### src/rtl/sbus_pkg.sv
package sbus_pkg;
  parameter int DEV_W  = 3;
  parameter int IDX_W  = 5;
  parameter int DATA_W = 16;
  localparam int HDR_W = DEV_W + 1 + IDX_W;
  localparam int CNT_W = $clog2((DATA_W > HDR_W) ? DATA_W : HDR_W);

  typedef enum logic {PH_HDR, PH_DAT} phase_e;

  typedef struct packed {
    logic [DEV_W-1:0] dev;
    logic             rd;
    logic [IDX_W-1:0] idx;
  } hdr_t;
endpackage

### src/rtl/sbus_sync.sv
module sbus_sync #(
  parameter int          W       = 1,
  parameter int          STAGES  = 2,
  parameter logic [W-1:0] RST_VAL = '0
) (
  input  logic         clk_i,
  input  logic         rst_ni,
  input  logic [W-1:0] d_i,
  output logic [W-1:0] q_o
);
  logic [STAGES-1:0][W-1:0] stg_q;

  for (genvar s = 0; s < STAGES; s++) begin : g_stage
    always_ff @(posedge clk_i or negedge rst_ni) begin
      if (!rst_ni) stg_q[s] <= RST_VAL;
      else if (s == 0) stg_q[s] <= d_i;
      else stg_q[s] <= stg_q[(s > 0) ? s-1 : 0];
    end
  end

  assign q_o = stg_q[STAGES-1];
endmodule

### src/rtl/sbus_edge.sv
module sbus_edge (
  input  logic clk_i,
  input  logic rst_ni,
  input  logic bclk_s_i,
  input  logic sel_s_i,
  output logic rise_o
);
  logic bclk_q;

  always_ff @(posedge clk_i or negedge rst_ni) begin
    if (!rst_ni) bclk_q <= 1'b0;
    else bclk_q <= bclk_s_i;
  end

  // edges count only while select is active
  assign rise_o = bclk_s_i & ~bclk_q & ~sel_s_i;
endmodule

### src/rtl/sbus_engine.sv
module sbus_engine
  import sbus_pkg::*;
#(
  parameter logic [DEV_W-1:0] DEV_ADDR = 3'd1
) (
  input  logic              clk_i,
  input  logic              rst_ni,
  input  logic              sel_s_i,
  input  logic              rise_i,
  input  logic              dat_s_i,
  input  logic [DATA_W-1:0] rdata_i,
  output logic              dat_o,
  output logic              oe_o,
  output logic [DEV_W-1:0]  dev_o,
  output logic [IDX_W-1:0]  idx_o,
  output logic              rw_o,
  output logic              strobe_o,
  output logic [DATA_W-1:0] wdata_o,
  output logic              err_o
);
  localparam logic [CNT_W-1:0] HDR_LAST = CNT_W'(HDR_W - 1);
  localparam logic [CNT_W-1:0] DAT_LAST = CNT_W'(DATA_W - 1);

  phase_e            phase_q;
  logic [CNT_W-1:0]  cnt_q;
  logic [DATA_W-1:0] shreg_q;
  logic              match_q;
  hdr_t              hdr;
  logic              hit;

  assign hdr = hdr_t'({shreg_q[HDR_W-2:0], dat_s_i});
  assign hit = (hdr.dev == DEV_ADDR);

  always_ff @(posedge clk_i or negedge rst_ni) begin
    if (!rst_ni) begin
      phase_q  <= PH_HDR;
      cnt_q    <= HDR_LAST;
      shreg_q  <= '0;
      match_q  <= 1'b0;
      dat_o    <= 1'b0;
      oe_o     <= 1'b0;
      dev_o    <= '0;
      idx_o    <= '0;
      rw_o     <= 1'b0;
      strobe_o <= 1'b0;
      wdata_o  <= '0;
      err_o    <= 1'b0;
    end else begin
      strobe_o <= 1'b0;
      err_o    <= 1'b0;
      if (sel_s_i) begin
        phase_q <= PH_HDR;
        cnt_q   <= HDR_LAST;
        shreg_q <= '0;
        oe_o    <= 1'b0;
        dat_o   <= 1'b0;
      end else begin
        // read fetch lands one cycle after header; no edge can fall here
        if (strobe_o && rw_o) shreg_q <= rdata_i;
        if (rise_i) begin
          unique case (phase_q)
            PH_HDR: begin
              oe_o  <= 1'b0;
              dat_o <= 1'b0;
              if (cnt_q == '0) begin
                dev_o   <= hdr.dev;
                idx_o   <= hdr.idx;
                rw_o    <= hdr.rd;
                match_q <= hit;
                phase_q <= PH_DAT;
                cnt_q   <= DAT_LAST;
                shreg_q <= '0;
                if (hit) begin
                  strobe_o <= hdr.rd;
                  oe_o     <= hdr.rd;
                end else begin
                  err_o <= 1'b1;
                end
              end else begin
                shreg_q <= {shreg_q[DATA_W-2:0], dat_s_i};
                cnt_q   <= cnt_q - 1'b1;
              end
            end
            PH_DAT: begin
              if (rw_o) begin
                if (match_q) dat_o <= shreg_q[DATA_W-1];
                shreg_q <= {shreg_q[DATA_W-2:0], 1'b0};
              end else begin
                shreg_q <= {shreg_q[DATA_W-2:0], dat_s_i};
              end
              if (cnt_q == '0) begin
                phase_q <= PH_HDR;
                cnt_q   <= HDR_LAST;
                shreg_q <= '0;
                if (!rw_o && match_q) begin
                  strobe_o <= 1'b1;
                  wdata_o  <= {shreg_q[DATA_W-2:0], dat_s_i};
                end
              end else begin
                cnt_q <= cnt_q - 1'b1;
              end
            end
            default: ;
          endcase
        end
      end
    end
  end
endmodule

### src/rtl/sbus_slave.sv
module sbus_slave
  import sbus_pkg::*;
#(
  parameter logic [DEV_W-1:0] DEV_ADDR    = 3'd1,
  parameter int               SYNC_STAGES = 2
) (
  input  logic              clk_i,
  input  logic              rst_ni,
  input  logic              bus_sel_ni,
  input  logic              bus_clk_i,
  input  logic              bus_dat_i,
  output logic              bus_dat_o,
  output logic              bus_dat_oe_o,
  output logic [DEV_W-1:0]  reg_dev_o,
  output logic [IDX_W-1:0]  reg_idx_o,
  output logic              reg_rw_o,
  output logic              reg_strobe_o,
  output logic [DATA_W-1:0] reg_wdata_o,
  input  logic [DATA_W-1:0] reg_rdata_i,
  output logic              addr_err_o
);
  logic sel_s, bclk_s, dat_s, rise;

  // reset view: select inactive, clock and data low
  sbus_sync #(.W(3), .STAGES(SYNC_STAGES), .RST_VAL(3'b100)) u_sync (
    .clk_i  (clk_i),
    .rst_ni (rst_ni),
    .d_i    ({bus_sel_ni, bus_clk_i, bus_dat_i}),
    .q_o    ({sel_s, bclk_s, dat_s})
  );

  sbus_edge u_edge (
    .clk_i    (clk_i),
    .rst_ni   (rst_ni),
    .bclk_s_i (bclk_s),
    .sel_s_i  (sel_s),
    .rise_o   (rise)
  );

  sbus_engine #(.DEV_ADDR(DEV_ADDR)) u_engine (
    .clk_i    (clk_i),
    .rst_ni   (rst_ni),
    .sel_s_i  (sel_s),
    .rise_i   (rise),
    .dat_s_i  (dat_s),
    .rdata_i  (reg_rdata_i),
    .dat_o    (bus_dat_o),
    .oe_o     (bus_dat_oe_o),
    .dev_o    (reg_dev_o),
    .idx_o    (reg_idx_o),
    .rw_o     (reg_rw_o),
    .strobe_o (reg_strobe_o),
    .wdata_o  (reg_wdata_o),
    .err_o    (addr_err_o)
  );
endmodule

### config.mk
export PLATFORM = sky130hd
export DESIGN_NAME = sbus_slave
export DESIGN_NICKNAME = d
export VERILOG_FILES = /design/src/rtl/sbus_pkg.sv /design/src/rtl/sbus_sync.sv /design/src/rtl/sbus_edge.sv /design/src/rtl/sbus_engine.sv /design/src/rtl/sbus_slave.sv
export SDC_FILE = /design/constraint.sdc
export NUM_CORES = 1
export LEC_CHECK = 0
export CAP_MARGIN = 20
export CORE_UTILIZATION = 60
export DETAILED_ROUTE_END_ITERATION = 10
export DONT_BUFFER_PORTS = 1
export MAX_ROUTING_LAYER = met4
export PLACE_DENSITY = 0.72
export RECOVER_POWER = 25
export SYNTH_ARGS = -nofsm -noshare
export SYNTH_HDL_FRONTEND = slang
export SYNTH_SLANG_ARGS = --single-unit
export TNS_END_PERCENT = 20
### constraint.sdc
create_clock -name clk_i -period 4.02 [get_ports clk_i]
set_input_delay 0.804 -clock clk_i [delete_from_list [all_inputs] [get_ports clk_i]]
set_output_delay 0.804 -clock clk_i [all_outputs]
set_load 0.05 [all_outputs]
==> flow_metrics.env <==
export IMPL_syn_instance_count=196
export IMPL_clk_pin_slew_worst_paths_ns=0.06
export IMPL_rsz0062_at_grt="no"
export IMPL_cts_buffers=9
export IMPL_finalWeightedCongestion=0.7860
export IMPL_ff2ff_path_depth=5
export IMPL_type_of_origin_of_the_critical_path="register"
export IMPL_timing_max_cap_violations=0
export IMPL_worst_path_largest_cell_delay_ns=0.53
export IMPL_rows=23
export IMPL_post_cts_resized=0
export IMPL_die_boundary_height_um=67.07
export IMPL_post_cts_hold_buffer_count=0
export IMPL_syn_to_final_growth_pct=7.980
export IMPL_worst_path_stages=5
export IMPL_finish_stage_setup_viols=0
export IMPL_clk_latency_ns=0.33
export IMPL_synth_yosys_warnings=0
export IMPL_cts_root_buf="sky130_fd_sc_hd__clkbuf_8"
export IMPL_detailedRoute_firstPassIterationCount=5
export IMPL_timing_critical_path_required_ns=4.23
export IMPL_max_slew_worst_pin_slew_ns=0.8999
export IMPL_antenna_found_initial=0
export IMPL_worst_slew_margin_rel_pct=39.54
export IMPL_yosysUniqueCellTypes=38
export IMPL_r2r_slack_ns=1.78
export IMPL_cts_tree="done"
export IMPL_mostFrequentLayoutCells="sky130_fd_sc_hd__dfrtp_1 (55), sky130_fd_sc_hd__mux2_2 (16), sky130_fd_sc_hd__nand3_1 (14), sky130_fd_sc_hd__clkbuf_8 (12)"
export IMPL_fmax_mhz=445.6
export IMPL_finClkSkew_ns=0.006350
export IMPL_synth_seq_cells=58
export IMPL_post_dp_hpwl_mm=3.299
export IMPL_final_setup_tns_ns=0
export IMPL_regToRegEndpoint="u_engine.dev_o[1]$_DFFE_PN0P_"
export IMPL_first_pass_grt_wire_length_mm=7.817
export IMPL_dieArea_um2=4498
export IMPL_post_synthesis_sequential_area_ratio_pct=57.29
export IMPL_floorplan_io_pins=50
export IMPL_maxSlewViolCount=0
export IMPL_floorplan_initialDensity_pct=63.04
export IMPL_critical_path_top_delay_family="simple AND/OR/NAND/NOR gates"
export IMPL_post_drt_wl_per_cell_um=20.32
export IMPL_path_max_fanout=11
export IMPL_die_boundary_width_um=67.07
export IMPL_htree_num_levels=3
export IMPL_worst_r2r_startpoint="u_engine.cnt_q[0]$_DFFE_PN0P_"
export IMPL_grt_util_all_layers_pct=25.81
export IMPL_grt_start_max_net_pins=59
export IMPL_timing_final_crit_share_pct=55.82
export IMPL_mappedNetlistNets=219
export IMPL_design_final_nets=217
export IMPL_min_path_type="in2async"
export IMPL_core_area_um2=4029
export IMPL_endpoint_kind="register"
export IMPL_clockBufferDepth=2
export IMPL_syn_avg_cell_area_um2=12.96
export IMPL_finalHoldViolCount=0
export IMPL_status="completed"
export IMPL_antenna_violating_nets_post_route=0
export IMPL_antenna_cells=0
export IMPL_vias=1633
export IMPL_post_cts_buffers=0
export IMPL_worst_ir_drop_vdd_uv=297.6
export IMPL_powerDensity_nw_per_um2=483.8
export IMPL_path_buf_inv=1
export IMPL_drt_vias_per_instance=6.585
export IMPL_async_sr_flop_fraction_pct=100.0
export IMPL_cpMaxStageDelayCell="sky130_fd_sc_hd__nand3_1"
export IMPL_synth_enable_flop_cells=0
export IMPL_first_global_vias=1600
export IMPL_route_detailed_drc=0
export IMPL_final_layout_size_suffix_gt1_share_pct=23.74
export IMPL_route_final_wire_length_mm=5.040
export IMPL_power_static_leakage_nw=1.261
export IMPL_synth_cell_area_um2=2540
export IMPL_layout_min_cycle_time_ns=2.244
export IMPL_drt_iter0_drc=190
export IMPL_flip_flop_cell_with_the_highest_count_after_synthesis="sky130_fd_sc_hd__dfrtp_1"
export IMPL_grt_ovfl_total=0
export IMPL_final_common_cell="sky130_fd_sc_hd__dfrtp_1"
export IMPL_cp_data_arrival_time_ns=2.46
export IMPL_cp_cell_sequence="inv_1 -> ha_1 -> nor3b_2 -> nand3_1 -> mux2_2"
export IMPL_numPortBuffers=0
export IMPL_tritoncts_sink_count=58
export IMPL_totalPowerFinal_mw=1.327
export IMPL_worst_setup_path_type="reg2reg"
==> registers in the layout, summed over array words and instances, names as in the netlist <==
| name | cells |
|---|---|
| u_engine.shreg_q | 16 |
| u_engine.wdata_o | 16 |
| u_engine.idx_o | 5 |
| u_engine.cnt_q | 4 |
| u_engine.dev_o | 3 |
| u_sync.q_o | 3 |
| u_sync.stg_q | 3 |
| u_edge.bclk_q | 1 |
| u_engine.dat_o | 1 |
| u_engine.err_o | 1 |
| u_engine.match_q | 1 |
| u_engine.oe_o | 1 |
| u_engine.phase_q | 1 |
| u_engine.rw_o | 1 |
| u_engine.strobe_o | 1 |
==> logic make-up after synthesis <==
family / Yosys count / share of synthesized area (%)
AOI/OAI and AO/OA: 40 / 12.02
buffers and inverters: 18 / 3.399
and+or+nand+nor: 51 / 12.96
DFF: 58 / 57.29
adders and majority gates: 2 / 0.9851
xor gates and xnor gates: 1 / 0.3449
muxes: 26 / 13.00
==> power by group <==
part           switching, mW  internal, mW
Sequential            0.0907         0.618
Clock                  0.207         0.333
Combinational         0.0381        0.0405
==> cells in the mapped netlist, drive strengths merged (2+ instances only) <==
library cell,number,area [um^2]
dfrtp,55,1376
mux2,26,330.3
nand3,14,70.07
buf,10,56.31
o211ai,10,75.07
a2bb2oi,9,78.83
nand2,7,26.28
nor4b,7,61.31
a21oi,6,30.03
a221o,6,60.06
clkbuf,4,15.01
inv,4,15.01
nor2b,4,25.02
o21ai,4,20.02
dfstp,3,78.83
nor2,3,11.26
nor3,3,15.01
nor3b,3,32.53
a22o,2,17.52
and3,2,12.51
ha,2,25.02
nand4,2,27.53
==> worst max path at each step <==
stage / from / end
after floorplan: u_engine.cnt_q[0]$_DFFE_PN0P_ / u_engine.wdata_o[10]$_DFFE_PN0P_
after global placement: u_engine.cnt_q[0]$_DFFE_PN0P_ / u_engine.rw_o$_DFFE_PN0P_
after detailed placement: u_engine.cnt_q[0]$_DFFE_PN0P_ / u_engine.dev_o[1]$_DFFE_PN0P_
after CTS: u_engine.cnt_q[0]$_DFFE_PN0P_ / u_engine.dev_o[1]$_DFFE_PN0P_
after global routing: u_engine.cnt_q[0]$_DFFE_PN0P_ / u_engine.dev_o[1]$_DFFE_PN0P_
final: u_engine.cnt_q[0]$_DFFE_PN0P_ / u_engine.dev_o[1]$_DFFE_PN0P_
==> area by class of cell <==
type,instances,area [um^2]
clock inverters,2,35.03
well taps,50,62.56
multi-input cells,120,998.5
fillers,277,1286
repair buffers,1,7.507
flip-flops and latches,58,1455
inverters,4,15.01
clock buffers,13,168.9
==> per-stage QoR <==
stage / instance area (um^2) / std cells / setup slack (ns) / util [%] / hold slack, ns
after floorplan: 2540 / 196 / 2.263 / - / 0.3312
after global placement: 2539 / 233 / 1.912 / 63.01 / 0.3340
after detailed placement: 2539 / 233 / 1.795 / 63.01 / 0.3449
after CTS: 2743 / 248 / 1.756 / 68.07 / 0.1474
after global routing: 2743 / 248 / 1.615 / 68.07 / 0.1447
final: 2743 / 248 / 1.776 / 68.07 / 0.1649
==> layer usage <==
metal	track usage, %	wire length (um)
met1	32.09	2210
met2	35.75	2352
met4	15.96	82
met3	9.075	395
met5	-	0
(Power assumes the default switching activity.)
